==> config.mk <==
export PLATFORM = sky130hd
export DESIGN_NAME = ct_dualmode
export DESIGN_NICKNAME = d
export VERILOG_FILES = /design/src/rtl/ct_pkg.sv /design/src/rtl/ct_edge_sync.sv /design/src/rtl/ct_prescaler.sv /design/src/rtl/ct_countdown.sv /design/src/rtl/ct_dualmode.sv
export SDC_FILE = /design/constraint.sdc
export NUM_CORES = 1
export LEC_CHECK = 0
export BUFFER_PORTS_ARGS = -buffer_cell sky130_fd_sc_hd__buf_4
export CORE_MARGIN = 5
export CORE_UTILIZATION = 59
export CTS_BUF_LIST = sky130_fd_sc_hd__clkbuf_4 sky130_fd_sc_hd__clkbuf_8
export CTS_CLUSTER_DIAMETER = 120
export DETAILED_ROUTE_END_ITERATION = 16
export PLACE_DENSITY = 0.88
export SKIP_CTS_REPAIR_TIMING = 1
export SLEW_MARGIN = 20
export SYNTH_ARGS = -nofsm -noshare
export SYNTH_HDL_FRONTEND = slang
export SYNTH_SLANG_ARGS = --single-unit
==> constraint.sdc <==
create_clock -name clk -period 3.6 [get_ports clk]
set_input_delay 0.72 -clock clk [delete_from_list [all_inputs] [get_ports clk]]
set_output_delay 0.72 -clock clk [all_outputs]
set_load 0.02 [all_outputs]
==> src/rtl/ct_pkg.sv <==
package ct_pkg;
   typedef enum logic {
      CT_COUNTER = 1'b0,
      CT_TIMER   = 1'b1
   } ct_mode_e;

   // control byte layout, LSB first: mode, source, divide, interrupt enable
   typedef struct packed {
      logic     irq_en;
      logic     src_div16;
      logic     src_pin;
      ct_mode_e mode;
   } ct_ctrl_t;

   localparam int CT_CTRL_W = 4;
endpackage

==> src/rtl/ct_edge_sync.sv <==
module ct_edge_sync #(
   parameter int STAGES = 2
) (
   input  logic clk,
   input  logic rst_n,
   input  logic d_async,
   output logic rise
);
   if (STAGES < 2) begin : g_bad_stages
      $error("ct_edge_sync: STAGES must be at least 2");
   end

   logic [STAGES-1:0] sync_q;
   logic              last_q;

   always_ff @(posedge clk or negedge rst_n) begin
      if (!rst_n) begin
         sync_q <= '0;
         last_q <= 1'b0;
      end else begin
         sync_q <= {sync_q[STAGES-2:0], d_async};
         last_q <= sync_q[STAGES-1];
      end
   end

   assign rise = sync_q[STAGES-1] & ~last_q;


   rise_single_chk: assert property (@(posedge clk) disable iff (!rst_n)
      rise |=> !rise);
endmodule

==> src/rtl/ct_prescaler.sv <==
module ct_prescaler #(
   parameter int DIV = 16
) (
   input  logic clk,
   input  logic rst_n,
   input  logic clr,
   input  logic src,
   input  logic div_sel,
   output logic tick
);
   if (DIV < 1) begin : g_bad_div
      $error("ct_prescaler: DIV must be positive");
   end

   if (DIV > 1) begin : g_div
      localparam int PW = $clog2(DIV);
      logic [PW-1:0] pre_q;
      logic          wrap;

      assign wrap = (pre_q == PW'(DIV - 1));

      always_ff @(posedge clk or negedge rst_n) begin
         if (!rst_n) begin
            pre_q <= '0;
         end else if (clr) begin
            pre_q <= '0;
         end else if (src && div_sel) begin
            pre_q <= wrap ? '0 : pre_q + PW'(1);
         end
      end

      assign tick = src && (!div_sel || wrap);
   end else begin : g_nodiv
      assign tick = src;
   end


   tick_src_chk: assert property (@(posedge clk) disable iff (!rst_n)
      tick |-> src);
endmodule

==> src/rtl/ct_countdown.sv <==
module ct_countdown #(
   parameter int W = 16
) (
   input  logic         clk,
   input  logic         rst_n,
   input  logic         tick,
   input  logic         start,
   input  logic         stop,
   input  logic         timer_mode,
   input  logic [W-1:0] preload,
   output logic [W-1:0] cnt,
   output logic         sq,
   output logic         ready
);
   if (W < 2) begin : g_bad_w
      $error("ct_countdown: W must be at least 2");
   end

   logic [W-1:0] cnt_q;
   logic         sq_q, rdy_q, run_q, half_q;
   logic         advance, term, reload, rdy_set;

   always_comb begin
      advance = tick && !start && (timer_mode || (run_q && !stop));
      term    = (cnt_q == W'(1));
      reload  = advance && timer_mode && term;
      rdy_set = advance && term && (!timer_mode || half_q);
   end

   always_ff @(posedge clk or negedge rst_n) begin
      if (!rst_n) begin
         cnt_q  <= '0;
         sq_q   <= 1'b1;
         half_q <= 1'b0;
         run_q  <= 1'b0;
      end else if (start) begin
         cnt_q  <= preload;
         sq_q   <= 1'b1;
         half_q <= 1'b0;
         run_q  <= 1'b1;
      end else begin
         if (stop && !timer_mode) run_q <= 1'b0;
         if (reload) begin
            cnt_q  <= preload;
            sq_q   <= ~sq_q;
            half_q <= ~half_q;
         end else if (advance) begin
            cnt_q <= cnt_q - W'(1);
         end
      end
   end

   always_ff @(posedge clk or negedge rst_n) begin
      if (!rst_n)       rdy_q <= 1'b0;
      else if (rdy_set) rdy_q <= 1'b1;
      else if (stop)    rdy_q <= 1'b0;
   end

   assign cnt   = cnt_q;
   assign sq    = sq_q;
   assign ready = rdy_q;


   wrap_chk: assert property (@(posedge clk) disable iff (!rst_n)
      (!timer_mode && run_q && tick && !stop && !start && cnt_q == '0) |=> (cnt_q == '1));

   stop_halt_chk: assert property (@(posedge clk) disable iff (!rst_n)
      (stop && !start && !timer_mode) |=> $stable(cnt_q));

   stop_clr_chk: assert property (@(posedge clk) disable iff (!rst_n)
      (stop && !tick) |=> !rdy_q);

   start_load_chk: assert property (@(posedge clk) disable iff (!rst_n)
      start |=> (sq_q && cnt_q == $past(preload)));

   term_toggle_chk: assert property (@(posedge clk) disable iff (!rst_n)
      (timer_mode && tick && !start && cnt_q == W'(1)) |=> (sq_q != $past(sq_q)));
endmodule

==> src/rtl/ct_dualmode.sv <==
module ct_dualmode
   import ct_pkg::*;
#(
   parameter int BYTE_W      = 8,
   parameter int ADDR_W      = 2,
   parameter int PRE_DIV     = 16,
   parameter int SYNC_STAGES = 2
) (
   input  logic              clk,
   input  logic              rst_n,
   input  logic              host_wr,
   input  logic [ADDR_W-1:0] host_addr,
   input  logic [BYTE_W-1:0] host_wdata,
   output logic [BYTE_W-1:0] host_rdata,
   input  logic              start_stb,
   input  logic              stop_stb,
   input  logic              xtal_tick,
   input  logic              pin_in,
   output logic              sq_out,
   output logic              ready,
   output logic              irq
);
   localparam int CNT_W = 2 * BYTE_W;

   if (BYTE_W < CT_CTRL_W) begin : g_bad_byte
      $error("ct_dualmode: BYTE_W too narrow for control byte");
   end
   if (ADDR_W < 2) begin : g_bad_addr
      $error("ct_dualmode: ADDR_W must be at least 2");
   end

   localparam logic [ADDR_W-1:0] A_LO   = ADDR_W'(0);
   localparam logic [ADDR_W-1:0] A_HI   = ADDR_W'(1);
   localparam logic [ADDR_W-1:0] A_CTRL = ADDR_W'(2);

   logic [CNT_W-1:0] preload_q;
   ct_ctrl_t         ctrl_q;
   logic [CNT_W-1:0] cnt;
   logic             pin_rise, src, tick, rdy;

   always_ff @(posedge clk or negedge rst_n) begin
      if (!rst_n) begin
         preload_q <= '0;
         ctrl_q    <= '0;
      end else if (host_wr) begin
         case (host_addr)
            A_LO:    preload_q[BYTE_W-1:0]     <= host_wdata;
            A_HI:    preload_q[CNT_W-1:BYTE_W] <= host_wdata;
            A_CTRL:  ctrl_q <= ct_ctrl_t'(host_wdata[CT_CTRL_W-1:0]);
            default: ;
         endcase
      end
   end

   always_comb begin
      case (host_addr)
         A_LO:    host_rdata = cnt[BYTE_W-1:0];
         A_HI:    host_rdata = cnt[CNT_W-1:BYTE_W];
         A_CTRL:  host_rdata = {{(BYTE_W-CT_CTRL_W){1'b0}}, ctrl_q};
         default: host_rdata = '0;
      endcase
   end

   ct_edge_sync #(.STAGES(SYNC_STAGES)) u_sync (
      .clk     (clk),
      .rst_n   (rst_n),
      .d_async (pin_in),
      .rise    (pin_rise)
   );

   assign src = ctrl_q.src_pin ? pin_rise : xtal_tick;

   ct_prescaler #(.DIV(PRE_DIV)) u_pre (
      .clk     (clk),
      .rst_n   (rst_n),
      .clr     (start_stb),
      .src     (src),
      .div_sel (ctrl_q.src_div16),
      .tick    (tick)
   );

   ct_countdown #(.W(CNT_W)) u_cnt (
      .clk        (clk),
      .rst_n      (rst_n),
      .tick       (tick),
      .start      (start_stb),
      .stop       (stop_stb),
      .timer_mode (ctrl_q.mode == CT_TIMER),
      .preload    (preload_q),
      .cnt        (cnt),
      .sq         (sq_out),
      .ready      (rdy)
   );

   assign ready = rdy;
   assign irq   = rdy & ctrl_q.irq_en;


   irq_gate_chk: assert property (@(posedge clk) disable iff (!rst_n)
      irq |-> ready);
endmodule

# [Word level (Yosys, flattened, before mapping)]
# Cells that the tools add are included.
# Widths: inputs -> output; s select.
[word_totals] reg_bits=47 word_cells=67 inputBits=17 output_inout_bits=11
[classes] eq_ne=4 muxes=16 bitwise=5 add_sub_neg=2 n_reduce_logical=26
[op_table] cell="$mux 16" n=3
[op_table] cell="$pmux 8 s3" n=1
[op_table] cell="$eq 16x1->1 const B" n=1
[op_table] cell="$sub 16x1->16 const B" n=1
[op_table] cell="$mux 4" n=3
[op_table] cell="$logic_and 1x1->1" n=10
[op_table] cell="$mux 1" n=9
[op_table] cell="$reduce_bool 2->1" n=4
[op_table] cell="$reduce_and 2->1" n=3
[op_table] cell="$add 4x1->4 const B" n=1
[op_table] cell="$eq 4x4->1 const B" n=1
[op_table] cell="$logic_not 1->1" n=4
[op_table] cell="$logic_or 1x1->1" n=3
[op_table] cell="$not 1->1" n=3
[op_table] cell="$reduce_bool 3->1" n=1
[op_table] cell="$and 1x1->1" n=2
[op_table] cell="$eq 2x1->1 const B" n=1
[op_table] cell="$eq 2x2->1 const B" n=1
[op_table] cell="$logic_not 2->1" n=1

# [Depth between registers and ports, before layout]
# Gate-level depths: netlist of run 1.
[depth] ltp_word=10 ltp_mapped=7 ltp_nobuf=6

# [Hierarchy]
# Synthesis of run 1 repeated with hierarchy kept, for this count alone.
[unflattened] cells_unflattened=233 area_unflattened_um2=2496.1
[by_module_without_submodules] module="ct_countdown" cells_each=142 seq_area_each_um2=501.7 n_inst=1 area_each_um2=1263.7
[by_module_without_submodules] module="ct_dualmode" cells_each=64 seq_area_each_um2=500.5 n_inst=1 area_each_um2=935.9
[by_module_without_submodules] module="ct_prescaler" cells_each=23 seq_area_each_um2=100.1 n_inst=1 area_each_um2=207.7
[by_module_without_submodules] module="ct_edge_sync" cells_each=4 seq_area_each_um2=75.1 n_inst=1 area_each_um2=88.8

# [Worst setup path before layout of run 1]
# No wires, ideal clock.
[synth_timing] path_kind="input to output" start="in host_addr[1]" end="out host_rdata[0]" stages=3 path_slack_ns=1.207 path_buffers=1 t_required_ns=2.880 arrival_time_ns=1.673 cell_sequence="clkbuf_1 mux2i_1 o21ai_0"
[synth_between] elab_chain_len=2
[synth_rtl] element="start, declared" line="ct_dualmode.sv:12" source="input logic [ADDR_W-1:0] host_addr,"
[synth_rtl] element="$eq 2x2->1, or another cell as far along" line="ct_dualmode.sv:56" source="case (host_addr)"
[synth_rtl] element="$pmux 8 s3 (*)" line="ct_dualmode.sv:56"
[synth_rtl] element="end, declared" line="ct_dualmode.sv:14" source="output logic [BYTE_W-1:0] host_rdata,"
# Mark *: on every way between the ends. The rest lies on a longest branch, timed or not.

# [Final worst setup path of run 1]
[layout_timing] start="reg u_pre.g_div.pre_q[0]" end="reg u_cnt.cnt_q[15], in the netlist u_cnt.cnt[15]"
[layout_between] elab_chain_len=9
[layout_rtl] element="start, declared" line="ct_prescaler.sv:17" source="logic [PW-1:0] pre_q;"
[layout_rtl] element="start signal, assigned" line="ct_prescaler.sv:28" source="pre_q <= wrap ? '0 : pre_q + PW'(1);"
[layout_rtl] element="$eq 4x4->1 (*)" line="ct_prescaler.sv:20" source="assign wrap = (pre_q == PW'(DIV - 1));"
[layout_rtl] element="$logic_or 1x1->1 (*)" line="ct_prescaler.sv:32" source="assign tick = src && (!div_sel || wrap);"
[layout_rtl] element="$logic_and 1x1->1 (*)" line="ct_prescaler.sv:32"
[layout_rtl] element="$logic_and 1x1->1 (*) (2 in a row)" line="ct_countdown.sv:24" source="advance = tick && !start && (timer_mode || (run_q && !stop));"
[layout_rtl] element="$logic_and 1x1->1 (2 in a row)" line="ct_countdown.sv:26" source="reload = advance && timer_mode && term;"
[layout_rtl] element="$mux 16" line="ct_countdown.sv:43" source="if (reload) begin"
[layout_rtl] element="$mux 16" line="ct_countdown.sv:36" source="end else if (start) begin"
[layout_rtl] element="end signal, assigned" line="ct_countdown.sv:37" source="cnt_q <= preload;"
[layout_rtl] element="end signal, assigned" line="ct_countdown.sv:44" source="cnt_q <= preload;"
[layout_rtl] element="end signal, assigned" line="ct_countdown.sv:48" source="cnt_q <= cnt_q - W'(1);"
[layout_rtl] element="end, declared" line="ct_countdown.sv:19" source="logic [W-1:0] cnt_q;"
# Marked as above.
# A chain may end at the register's enable or synchronous reset.

==> reports/metrics.yaml, run 1 <==
critical_path:
  cp_max_fo: 30
  crit_type: "reg -> reg"
  timing.critical_path.cells: "ha_1 -> and3_1 -> o2bb2ai_2 -> o41a_2 -> nor2_1 -> a311oi_1"
  worstReg2RegStart: "u_pre.g_div.pre_q[0]"
  endpoint_kind: "register"
  crit_start: "u_pre.g_div.pre_q[0]"
  slowest_stage: "o41a_2"
  cpPeakStageDelay_ns: 0.62
  r2r.worst_path.cells: 6
  worst-endpoint-required_ns: 3.82
  cp_data_arrival_time_ns: 2.68
  cp-start-kind: "register"
sta:
  finClkSkew_ns: 0.00893
  finalSetupViolCount: 0
  tns_ns: 0
  postLayoutSetupSlackWorst_ns: 1.14
  period_needed_ns: 2.46
  hold_ws_ns: 0.365
  timing_worst_slew_pin_value_ns: 0.768
  slew-limit-headroom_pct: 48.6
  final_cycle_share_pct: 68.3
  hold_viol: 0
  rsz_0062_raised_after_global_routing: "false"
  report.final.slew_viol_count: 0
  max_clock_freq_mhz: 406
final_layout:
  antenna_cells_inserted: 0
  layout-area-overhead-vs-synth_pct: 13.6
  finish.instance_area_um2: 2700
  post_layout_nonfiller_instances: 298
  finished_core_util_pct: 68.5
  fillerInstances: 298
  drive_gt1_share_pct: 26.6
  finalNetCount: 267
routing:
  wl_per_cell_um: 16.3
  first_pass_iters: 4
  drcViolationCount: 0
  post_drt_via_cell_ratio: 5.84
  finalWirelength_um: 4870
  detail_route.iter0.violations: 107
  detailroute.via_count: 1739
  final_antenna_net_count: 0
place:
  dp.cells: 290
  dp_hpwl_um: 3450
  dp_worst_setup_slack_ns: 0.722
  placement.cell_area_um2: 2610
  final_gp_congestion: 0.898
  port-buffer-count: 27
outcome:
  outcome: "finished clean"
floorplan:
  floorplan.rows: 23
  die-area_um2: 5400
  die_y_um: 73.5
  core_region_area_um2: 3940
  die_w_um: 73.5
  io_pins: 28
  floorplan.initialDensity_pct: 60.3
clock_network:
  number_of_buffers_on_the_longest_clock_path: 2
  cts_tree: "built"
  clock_pin_slew_on_the_worst_setup_and_hold_paths_ns: 0.09
  insertion_delay_ns: 0.31
  clock-sinks: 47
  tritoncts.num_buffers: 5
  cts.root.buffer_cell: "clkbuf_8"
  cts_htree_levels: 2
logic_synthesis:
  syn_area_per_cell_um2: 10.8
  yosysWarnings: 0
  seq_area_frac_synth_pct: 49.6
  number_of_flip_flops_and_latches_in_the_synthesized_netlist: 47
  synth_area_um2: 2380
  yosysUniqueCellTypes: 42
  synth_fp_nets: 240
  synth-edff-count: 0
  postSynthCellCount: 220
  asyncSetResetFlopFracSynth_pct: 100
  synthFlopType: "dfrtp_1"
power:
  power.static_leakage_nw: 1.14
  comb_power_share_pct: 21.8
  power_report.internal_total_mw: 0.885
  ir_worst_vdd_mv: 0.399
  power.share.switching_pct: 31.2
  net-switching-power_mw: 0.402
  power.share.sequential_pct: 53.2
  cellPowerDensity_nw_per_um2: 477
  total_power_mw: 1.29
  clock_power_share_pct: 25.0
global_routing:
  grt_first_pass_wirelength_um: 8280
  grt_max_degree: 48
  grt_overflow: 0
  track_usage_pct: 20.3
  vias_in_the_first_global_route: 1749
  grt_antenna_before_repair: 0
worst_hold_path:
  critical_hold_path_startpoint: "u_sync.sync_q[0]"
  min_delay_path_depth: 0
  holdCritPathClass: "reg -> reg"
run:
  cap_viol_max_count: 0
## final cells by class
cell class | instances | area (um^2) | share of cell area [%]
clock buffers | 6 | 76.3 | 2.83
clock inverters | 2 | 12.5 | 0.463
inverters | 9 | 33.8 | 1.25
multi-input cells | 157 | 1130 | 42.0
flip-flops and latches | 47 | 1180 | 43.6
well taps | 50 | 62.6 | 2.32
repair buffers | 27 | 203 | 7.51
## cells in the mapped netlist (2+ instances only)
cell type   n  area, um^2
nor2b_1     3        18.8
buf_2       4        20.0
a21oi_1    14        70.1
xnor2_1    16         140
nor4_2      3        37.5
inv_1       9        33.8
nand3b_1    2        15.0
nor2_1     27         101
nor4_1      8        50.1
clkbuf_1    3        11.3
o21ai_0     8        40.0
mux2_2     20         225
nand3_1     2        10.0
nor3_1      6        30.0
dfrtp_1    46        1150
ha_1        3        37.5
nand2_1    12        45.0
mux2i_1    10         100
## cells by family after synthesis
kind of cell / after synthesis / synth area share (%)
fa+ha+maj: 3 / 1.58
compound gates: 34 / 9.16
simple gates: 73 / 17.0
flops: 47 / 49.6
mux: 30 / 13.7
xor+xnor: 17 / 6.27
buf+inv: 16 / 2.74
## path summary, 6_finish.rpt
| check | slack [ns] | end |
|---|---|---|
| worst max-delay path | 1.14 | u_cnt.cnt[15] |
| worst min-delay path | 0.36 | u_sync.sync_q[1] |
| worst max register to register | 1.14 | u_cnt.cnt[15] |
| worst min register to register | 0.36 | u_sync.sync_q[1] |
| max in group asynchronous | 2.79 | u_cnt.cnt[13] |
| min in group asynchronous | 0.41 | u_sync.sync_q[1] |
## power groups by stage
stage / Combinational (mW) / Sequential [mW] / Clock, mW
finish: 0.280 / 0.685 / 0.322
global route: 0.311 / 0.697 / 0.347
CTS: 0.283 / 0.682 / 0.322
detailed placement: 0.280 / 0.692 / 0
global placement: 0.269 / 0.689 / 0
floorplan: 0.203 / 0.667 / 0
## cells in the final DEF (no fill, tap or decap), drive strengths merged, types with 2 or more instances in the layout
cell,n
nand3b,2
mux2,20
nor4,11
nor2,27
nand2,12
o21ai,8
dfrtp,46
nor2b,3
nor3,6
mux2i,10
nand2b,2
clkbuf,6
buf,27
xnor2,16
nand3,2
ha,3
inv,9
a21oi,15
## worst max-delay path, delay by kind of cell, from the launching register on
kind            cells  cell delay, ns
fa+ha+maj           1            0.22
compound gates      3            1.40
simple gates        2            0.31
flops               1            0.43
## metal layers
layer	track usage (%)	part of all wire, %
met5	0	0
met2	31.5	49
met3	5.34	5.5
met4	8.05	1.7
met1	27.1	44
## flip-flops by register name (all words and copies together) (netlist names)
name,count
ctrl_q,4
u_cnt.run_q,1
u_cnt.half_q,1
u_sync.last_q,1
u_cnt.sq,1
u_sync.sync_q,2
u_cnt.ready,1
u_cnt.cnt,16
u_pre.g_div.pre_q,4
preload_q,16
Power figures use the tool's default switching activity.
==> run 2, diff against run 1 <==
--- a/config.mk
+++ b/config.mk
@@ -5,13 +5,14 @@
 export SDC_FILE = /design/constraint.sdc
 export NUM_CORES = 1
 export LEC_CHECK = 0
+export ABC_AREA = 1
 export BUFFER_PORTS_ARGS = -buffer_cell sky130_fd_sc_hd__buf_4
 export CORE_MARGIN = 5
 export CORE_UTILIZATION = 59
 export CTS_BUF_LIST = sky130_fd_sc_hd__clkbuf_4 sky130_fd_sc_hd__clkbuf_8
 export CTS_CLUSTER_DIAMETER = 120
 export DETAILED_ROUTE_END_ITERATION = 16
-export PLACE_DENSITY = 0.88
+export PLACE_DENSITY = 0.87
 export SKIP_CTS_REPAIR_TIMING = 1
 export SLEW_MARGIN = 20
 export SYNTH_ARGS = -nofsm -noshare
==> constraint.sdc (replaced) <==
create_clock -name clk -period 2.4 [get_ports clk]
set_input_delay 0.48 -clock clk [delete_from_list [all_inputs] [get_ports clk]]
set_output_delay 0.48 -clock clk [all_outputs]
set_load 0.02 [all_outputs]
==> reports/metrics.yaml, run 2 <==
worst_hold_path:
  holdCritPathClass: "in -> async"  # was reg -> reg
sta:
  hold_viol: 0  # unchanged
  timing_worst_slew_pin_value_ns: 0.590  # was 0.768 ns
  tns_ns: 0  # unchanged
  rsz_0062_raised_after_global_routing: "false"  # unchanged
  finalSetupViolCount: 0  # unchanged
  hold_ws_ns: 0.174  # was 0.365 ns
  slew-limit-headroom_pct: 60.7  # was 48.6%
  final_cycle_share_pct: 84.6
  report.final.slew_viol_count: 0  # unchanged
  postLayoutSetupSlackWorst_ns: 0.371  # was 1.14 ns
  max_clock_freq_mhz: 493
  finClkSkew_ns: 0.00525  # was 0.00893 ns
  period_needed_ns: 2.03
routing:
  detailroute.via_count: 2505  # was 1,739
  post_drt_via_cell_ratio: 5.76  # was 5.84
  final_antenna_net_count: 0  # unchanged
  finalWirelength_um: 6600  # was 4870 um
  drcViolationCount: 0  # unchanged
  first_pass_iters: 6  # was 4
  detail_route.iter0.violations: 303  # was 107
  wl_per_cell_um: 15.2  # was 16.3 um
logic_synthesis:
  synth-edff-count: 0  # unchanged
  synth_area_um2: 2670  # was 2380 um^2
  yosysUniqueCellTypes: 26  # was 42
  synth_fp_nets: 375  # was 240
  post_synth_top_area_share_pct: 43.1  # was 48.4%
  synth.cells.most_frequent: "nand2_1 (96), dfrtp_1 (46), inv_1 (44)"  # was dfrtp_1 (46), nor2_1 (27), mux2_2 (20)
  yosys.area_share.xor_xnor_pct: 1.31  # was 6.27%
  synth_top_area_cell: "dfrtp_1"  # unchanged
  syn_area_per_cell_um2: 7.52  # was 10.8 um^2
  postSynthCellCount: 355  # was 220
  synthFlopType: "dfrtp_1"  # unchanged
  synth-simple-area-share_pct: 34.6  # was 17.0%
  dominant_combinational_cell_family_by_area_after_synthesis: "simple AND/OR/NAND/NOR gates"  # unchanged
  number_of_flip_flops_and_latches_in_the_synthesized_netlist: 47  # unchanged
  asyncSetResetFlopFracSynth_pct: 100  # unchanged
  ys_top_cells_by_area: "dfrtp_1 (43%), nand2_1 (13%), inv_1 (6.2%), nand3_1 (6.0%), o21ai_0 (5.6%)"  # was dfrtp_1 (48%), mux2_2 (9.5%), xnor2_1 (5.9%), nor2_1 (4.3%), mux2i_1 (4.2%)
  arithmetic_cell_share_of_the_synthesized_area_counting_full_adders_half_adders_and_majority_gates_pct: 1.41  # was 1.58%
  yosysWarnings: 0  # unchanged
  synth_most_common_cell: "nand2_1"  # was dfrtp_1
  complex_gate_fraction_of_the_synthesized_area_pct: 10.2  # was 9.16%
  seq_area_frac_synth_pct: 44.1  # was 49.6%
  post_synth_mux_area_share_pct: 0  # was 13.7%
floorplan:
  die-area_um2: 5970  # was 5400 um^2
  io_pins: 28  # unchanged
  core_region_area_um2: 4380  # was 3940 um^2
  floorplan.rows: 24  # was 23
  floorplan.initialDensity_pct: 60.9  # was 60.3%
  die_w_um: 77.3  # was 73.5 um
  die_y_um: 77.3  # was 73.5 um
clock_network:
  insertion_delay_ns: 0.30  # was 0.31 ns
  cts.root.buffer_cell: "clkbuf_8"  # unchanged
  clock_pin_slew_on_the_worst_setup_and_hold_paths_ns: 0.08  # was 0.09 ns
  number_of_buffers_on_the_longest_clock_path: 2  # unchanged
  tritoncts.num_buffers: 5  # unchanged
  clock-sinks: 47  # unchanged
  cts_tree: "built"  # unchanged
  cts_htree_levels: 2  # unchanged
final_layout:
  drive_gt1_share_pct: 16.4  # was 26.6%
  finish.instance_area_um2: 3020  # was 2700 um^2
  layout-area-overhead-vs-synth_pct: 13.0  # was 13.6%
  layout.cells.most_common_list: "nand2_1 (96), dfrtp_1 (46), inv_1 (44)"  # was dfrtp_1 (46), nor2_1 (27), buf_4 (27)
  mostFrequentLayoutCell: "nand2_1"  # was dfrtp_1
  finalNetCount: 402  # was 267
  antenna_cells_inserted: 0  # unchanged
power:
  net-switching-power_mw: 0.794  # was 0.402 mW
  clock_power_share_pct: 26.6  # was 25.0%
  power.share.switching_pct: 35.5  # was 31.2%
  comb_power_share_pct: 26.8  # was 21.8%
  power_report.internal_total_mw: 1.44  # was 0.885 mW
  power.share.sequential_pct: 46.6  # was 53.2%
  ir_worst_vdd_mv: 0.506  # was 0.399 mV
  power.static_leakage_nw: 1.49  # was 1.14 nW
  cellPowerDensity_nw_per_um2: 740  # was 477 nW/um^2
critical_path:
  crit_top_cell: "buf_4"
  cp_max_fo: 6  # was 30
  cpPeakStageDelay_ns: 0.27  # was 0.62 ns
  slowest_stage: "o221ai_1"  # was o41a_2
  worst-endpoint-required_ns: 1.92  # was 3.82 ns
  crit_type: "in -> out"  # was reg -> reg
  cp_data_arrival_time_ns: 1.55  # was 2.68 ns
  timing.critical_path.cells: "buf_4 -> nor2_1 -> inv_1 -> o221ai_1 -> buf_4"  # was ha_1 -> and3_1 -> o2bb2ai_2 -> o41a_2 -> nor2_1 -> a311oi_1
  cp-start-kind: "input pin"  # was register
  endpoint_kind: "output port"  # was register
outcome:
  outcome: "finished clean"  # unchanged
global_routing:
  vias_in_the_first_global_route: 2341  # was 1,749
  grt_max_degree: 48  # unchanged
  grt_overflow: 0  # unchanged
  grt_first_pass_wirelength_um: 11200  # was 8280 um
  grt_antenna_before_repair: 0  # unchanged
  track_usage_pct: 23.1  # was 20.3%
place:
  dp_hpwl_um: 4770  # was 3450 um
  placement.cell_area_um2: 2910  # was 2610 um^2
  final_gp_congestion: 0.868  # was 0.898
  dp_worst_setup_slack_ns: 0.398  # was 0.722 ns
  port-buffer-count: 27  # unchanged
run:
  cap_viol_max_count: 0  # unchanged
## run 2: cell types whose count changed in the layout (fill, tap and decap cells not counted), sizes merged, moves of 20 or more
cell / before / now
nand4: 0 / 21
inv: 9 / 45
nand3: 2 / 34
nand2: 12 / 105
o21ai: 8 / 30
mux2: 20 / 0
## run 2: stage by stage
stage	instances	util (%)	total power, mW
3_3_place_gp	427	66.3	1.61
5_1_grt	435	68.9	2.37
3_5_place_dp	427	66.3	1.64
6_report	435	68.9	2.23
4_1_cts	435	68.9	2.24
2_1_floorplan	355	-	1.44
## run 2: metal layers
| layer | global-route usage (%) | part of all wire [%] | vias to the layer above |
|---|---|---|---|
| li1 | - | - | 1214 |
| met1 | 31.6 | 44 | 1163 |
| met2 | 37.0 | 48 | 117 |
| met3 | 4.10 | 7.2 | 11 |
| met4 | 7.39 | 1.6 | 0 |
| met5 | 0 | 0 | - |
## run 2: path summary, 6_finish.rpt
check | from | end | slack, ns | cells past startpoint
hold / removal | rst_n | u_sync.last_q | 0.17 | 1
hold reg to reg | u_sync.sync_q[0] | u_sync.sync_q[1] | 0.35 | 0
setup / recovery | host_addr[1] | host_rdata[1] | 0.37 | 5
min in group clk | pin_in | u_sync.sync_q[0] | 0.28 | 1
setup reg to reg | u_cnt.cnt[0] | u_cnt.cnt[12] | 0.53 | 8
max in group asynchronous | rst_n | u_cnt.cnt[15] | 1.83 | 1
## run 2: power groups by stage
stage          clock (mW)  combinational (mW)  sequential, mW
3_3_place_gp            0               0.566            1.05
5_1_grt             0.639               0.677            1.05
6_report            0.593               0.599            1.04
4_1_cts             0.603               0.597            1.04
2_1_floorplan           0               0.430            1.01
3_5_place_dp            0               0.589            1.05
## run 2: layout make-up
cell class	count	area [um^2]
Clock buffer	6	76.3
Clock inverter	2	37.5
Fill cell	371	1370
Inverter	45	169
Multi-Input combinational cell	253	1270
Sequential cell	47	1180
Tap cell	52	65.1
Timing Repair Buffer	30	225
## run 2: kinds of logic (layout without fill, tap and decap cells)
group	after synthesis	count (layout)
buffers and inverters	55	83
adders and majority gates	3	3
and+or+nand+nor	196	196
AOI/OAI and AO/OA	50	50
DFF	47	47
xor gates and xnor gates	4	4
## run 2: worst max-delay path, delay by kind of cell
family,cells,cell delay [ns]
buffers and inverters,3,0.54
AOI/OAI and AO/OA,1,0.27
and+or+nand+nor,1,0.26
==> run 3, diff against run 2 <==
--- a/config.mk
+++ b/config.mk
@@ -5,14 +5,14 @@
 export SDC_FILE = /design/constraint.sdc
 export NUM_CORES = 1
 export LEC_CHECK = 0
-export ABC_AREA = 1
+export ABC_AREA = 0
 export BUFFER_PORTS_ARGS = -buffer_cell sky130_fd_sc_hd__buf_4
 export CORE_MARGIN = 5
 export CORE_UTILIZATION = 59
 export CTS_BUF_LIST = sky130_fd_sc_hd__clkbuf_4 sky130_fd_sc_hd__clkbuf_8
 export CTS_CLUSTER_DIAMETER = 120
 export DETAILED_ROUTE_END_ITERATION = 16
-export PLACE_DENSITY = 0.87
+export PLACE_DENSITY = 0.88
 export SKIP_CTS_REPAIR_TIMING = 1
 export SLEW_MARGIN = 20
 export SYNTH_ARGS = -nofsm -noshare
==> constraint.sdc (replaced) <==
create_clock -name clk -period 2 [get_ports clk]
set_input_delay 0.4 -clock clk [delete_from_list [all_inputs] [get_ports clk]]
set_output_delay 0.4 -clock clk [all_outputs]
set_load 0.02 [all_outputs]
==> reports/metrics.yaml, run 3 (synthesized netlist as in run 1, its figures left out) <==
clock_network:
  cts_tree: "built"  # unchanged
  tritoncts.num_buffers: 5  # unchanged
  clock-sinks: 47  # unchanged
  cts_htree_levels: 2  # unchanged
  number_of_buffers_on_the_longest_clock_path: 2  # unchanged
  cts.root.buffer_cell: "clkbuf_8"  # unchanged
  clock_pin_slew_on_the_worst_setup_and_hold_paths_ns: 0.09  # was 0.08 ns
  insertion_delay_ns: 0.31  # was 0.30 ns
critical_path:
  regToRegEndpoint: "u_cnt.cnt[13]"  # was u_cnt.cnt[12]
  endpoint_kind: "register"  # was output port
  worst-endpoint-required_ns: 2.20  # was 1.92 ns
  critical-path-top-delay-family: "simple AND/OR/NAND/NOR gates"  # was buffers and inverters
  cpPeakStageDelay_ns: 0.56  # was 0.27 ns
  worstReg2RegStart: "u_cnt.cnt[10]"  # was u_cnt.cnt[0]
  cp_max_fo: 10  # was 6
  setup.reg_to_reg.worst_slack_ns: 0.05  # was 0.53 ns
  r2r.worst_path.cells: 6  # was 8
  cp_data_arrival_time_ns: 2.15  # was 1.55 ns
  slowest_stage: "or4_4"  # was o221ai_1
  cp-start-kind: "register"  # was input pin
  crit_type: "reg -> reg"  # was in -> out
  critical_path_buf_inv_count: 1  # was 3
  timing.critical_path.cells: "or4_4 -> nand2b_4 -> o41a_1 -> buf_4 -> nor2_2 -> a21oi_2"  # was buf_4 -> nor2_1 -> inv_1 -> o221ai_1 -> buf_4
routing:
  drcViolationCount: 0  # unchanged
  post_drt_via_cell_ratio: 5.83  # was 5.76
  finalWirelength_um: 5360  # was 6600 um
  detail_route.iter0.violations: 122  # was 303
  detailroute.via_count: 1830  # was 2,505
  wl_per_cell_um: 17.1  # was 15.2 um
  final_antenna_net_count: 0  # unchanged
  first_pass_iters: 4  # was 6
place:
  final_gp_congestion: 0.973  # was 0.868
  dp_hpwl_um: 3710  # was 4770 um
  port-buffer-count: 27  # unchanged
  dp.cells: 305  # was 427
  dp_worst_setup_slack_ns: -0.0381  # was 0.398 ns
  placement.cell_area_um2: 2740  # was 2910 um^2
floorplan:
  die_w_um: 73.5  # was 77.3 um
  floorplan.initialDensity_pct: 60.3  # was 60.9%
  die-area_um2: 5400  # was 5970 um^2
  die_y_um: 73.5  # was 77.3 um
  io_pins: 28  # unchanged
  core_region_area_um2: 3940  # was 4380 um^2
  floorplan.rows: 23  # was 24
power:
  power.share.switching_pct: 30.7  # was 35.5%
  comb_power_share_pct: 23.1  # was 26.8%
  power.share.sequential_pct: 48.5  # was 46.6%
  cellPowerDensity_nw_per_um2: 875  # was 740 nW/um^2
  ir_worst_vdd_mv: 0.750  # was 0.506 mV
  clock_power_share_pct: 28.4  # was 26.6%
  net-switching-power_mw: 0.780  # was 0.794 mW
  power.static_leakage_nw: 1.27  # was 1.49 nW
  power_report.internal_total_mw: 1.76  # was 1.44 mW
final_layout:
  fillerInstances: 262  # was 371
  finish.instance_area_um2: 2900  # was 3020 um^2
  post_layout_nonfiller_instances: 314  # was 435
  mostFrequentLayoutCell: "dfrtp_1"  # was nand2_1
  drive_gt1_share_pct: 31.8  # was 16.4%
  finalNetCount: 283  # was 402
  layout-area-overhead-vs-synth_pct: 22.0  # was 13.0%
  antenna_cells_inserted: 0  # unchanged
  layout.cells.most_common_list: "dfrtp_1 (46), buf_4 (42), nor2_1 (26)"  # was nand2_1 (96), dfrtp_1 (46), inv_1 (44)
sta:
  slew-limit-headroom_pct: 37.1  # was 60.7%
  hold_ws_ns: 0.0839  # was 0.174 ns
  hold_viol: 0  # unchanged
  period_needed_ns: 1.95
  max_clock_freq_mhz: 513
  finalSetupViolCount: 0  # unchanged
  rsz_0062_raised_after_global_routing: "true"  # was false
  postLayoutSetupSlackWorst_ns: 0.0502  # was 0.371 ns
  final_cycle_share_pct: 97.5
  timing_worst_slew_pin_value_ns: 0.939  # was 0.590 ns
  report.final.slew_viol_count: 0  # unchanged
  finClkSkew_ns: 0.00855  # was 0.00525 ns
worst_hold_path:
  holdCritPathClass: "in -> async"  # unchanged
global_routing:
  grt_overflow: 0  # unchanged
  grt_max_degree: 48  # unchanged
  vias_in_the_first_global_route: 1849  # was 2,341
  grt_first_pass_wirelength_um: 8940  # was 11,200 um
  grt_antenna_before_repair: 0  # unchanged
  track_usage_pct: 21.8  # was 23.1%
run:
  cap_viol_max_count: 0  # unchanged
outcome:
  outcome: "finished clean"  # unchanged
==> run 3: worst max-delay path by stage <==
stage / to / cells after the start / start / slack [ns]
6_report: u_cnt.cnt[13] / 6 / u_cnt.cnt[10] / 0.05
5_1_grt: u_cnt.cnt[15] / 6 / u_cnt.cnt[10] / -0.07
4_1_cts: u_cnt.cnt[13] / 6 / u_cnt.cnt[10] / -0.07
3_5_place_dp: u_cnt.cnt[13] / 7 / start_stb / -0.04
3_3_place_gp: u_cnt.cnt[15] / 6 / u_cnt.cnt[10] / 0.02
2_1_floorplan: u_cnt.cnt[15] / 6 / u_cnt.cnt[10] / 0.08
==> run 3: layout make-up <==
type	instances	area, um^2	share of cell area [%]
clock inverter	3	47.5	1.64
inverter	9	33.8	1.17
multi-input combinational	157	1170	40.5
clock buffer	5	68.8	2.37
timing repair buffer	43	335	11.6
tap	50	62.6	2.16
sequential	47	1180	40.6
==> run 3: power by group through the flow <==
stage	registers (mW)	clock network, mW	logic [mW]
after floorplan	1.20	0	0.366
after global placement	1.23	0	0.543
after detailed placement	1.24	0	0.558
after CTS	1.22	0.723	0.568
after global routing	1.25	0.765	0.644
final	1.23	0.720	0.587
==> run 3: worst register-to-register path, delay by kind of cell, from the launching register on <==
kind / cells / cell delay [ns]
AOI/OAI and AO/OA: 2 / 0.40
and+or+nand+nor: 3 / 0.85
buffers and inverters: 1 / 0.20
DFF: 1 / 0.40
==> run 3: metrics by stage <==
step	util, %	setup TNS [ns]	power [mW]
global placement	69.4	0	1.78
detailed placement	69.4	-0.0381	1.80
floorplan	-	0	1.57
global route	73.5	-0.350	2.66
finish	73.5	0	2.54
CTS	72.3	-0.197	2.52
==> run 3: metal layers <==
layer	vias up	global-route usage [%]	wire length, um
met3	12	4.79	298
li1	864	-	-
met5	-	0	0
met1	903	27.8	2280
met2	51	35.9	2670
met4	0	8.45	118
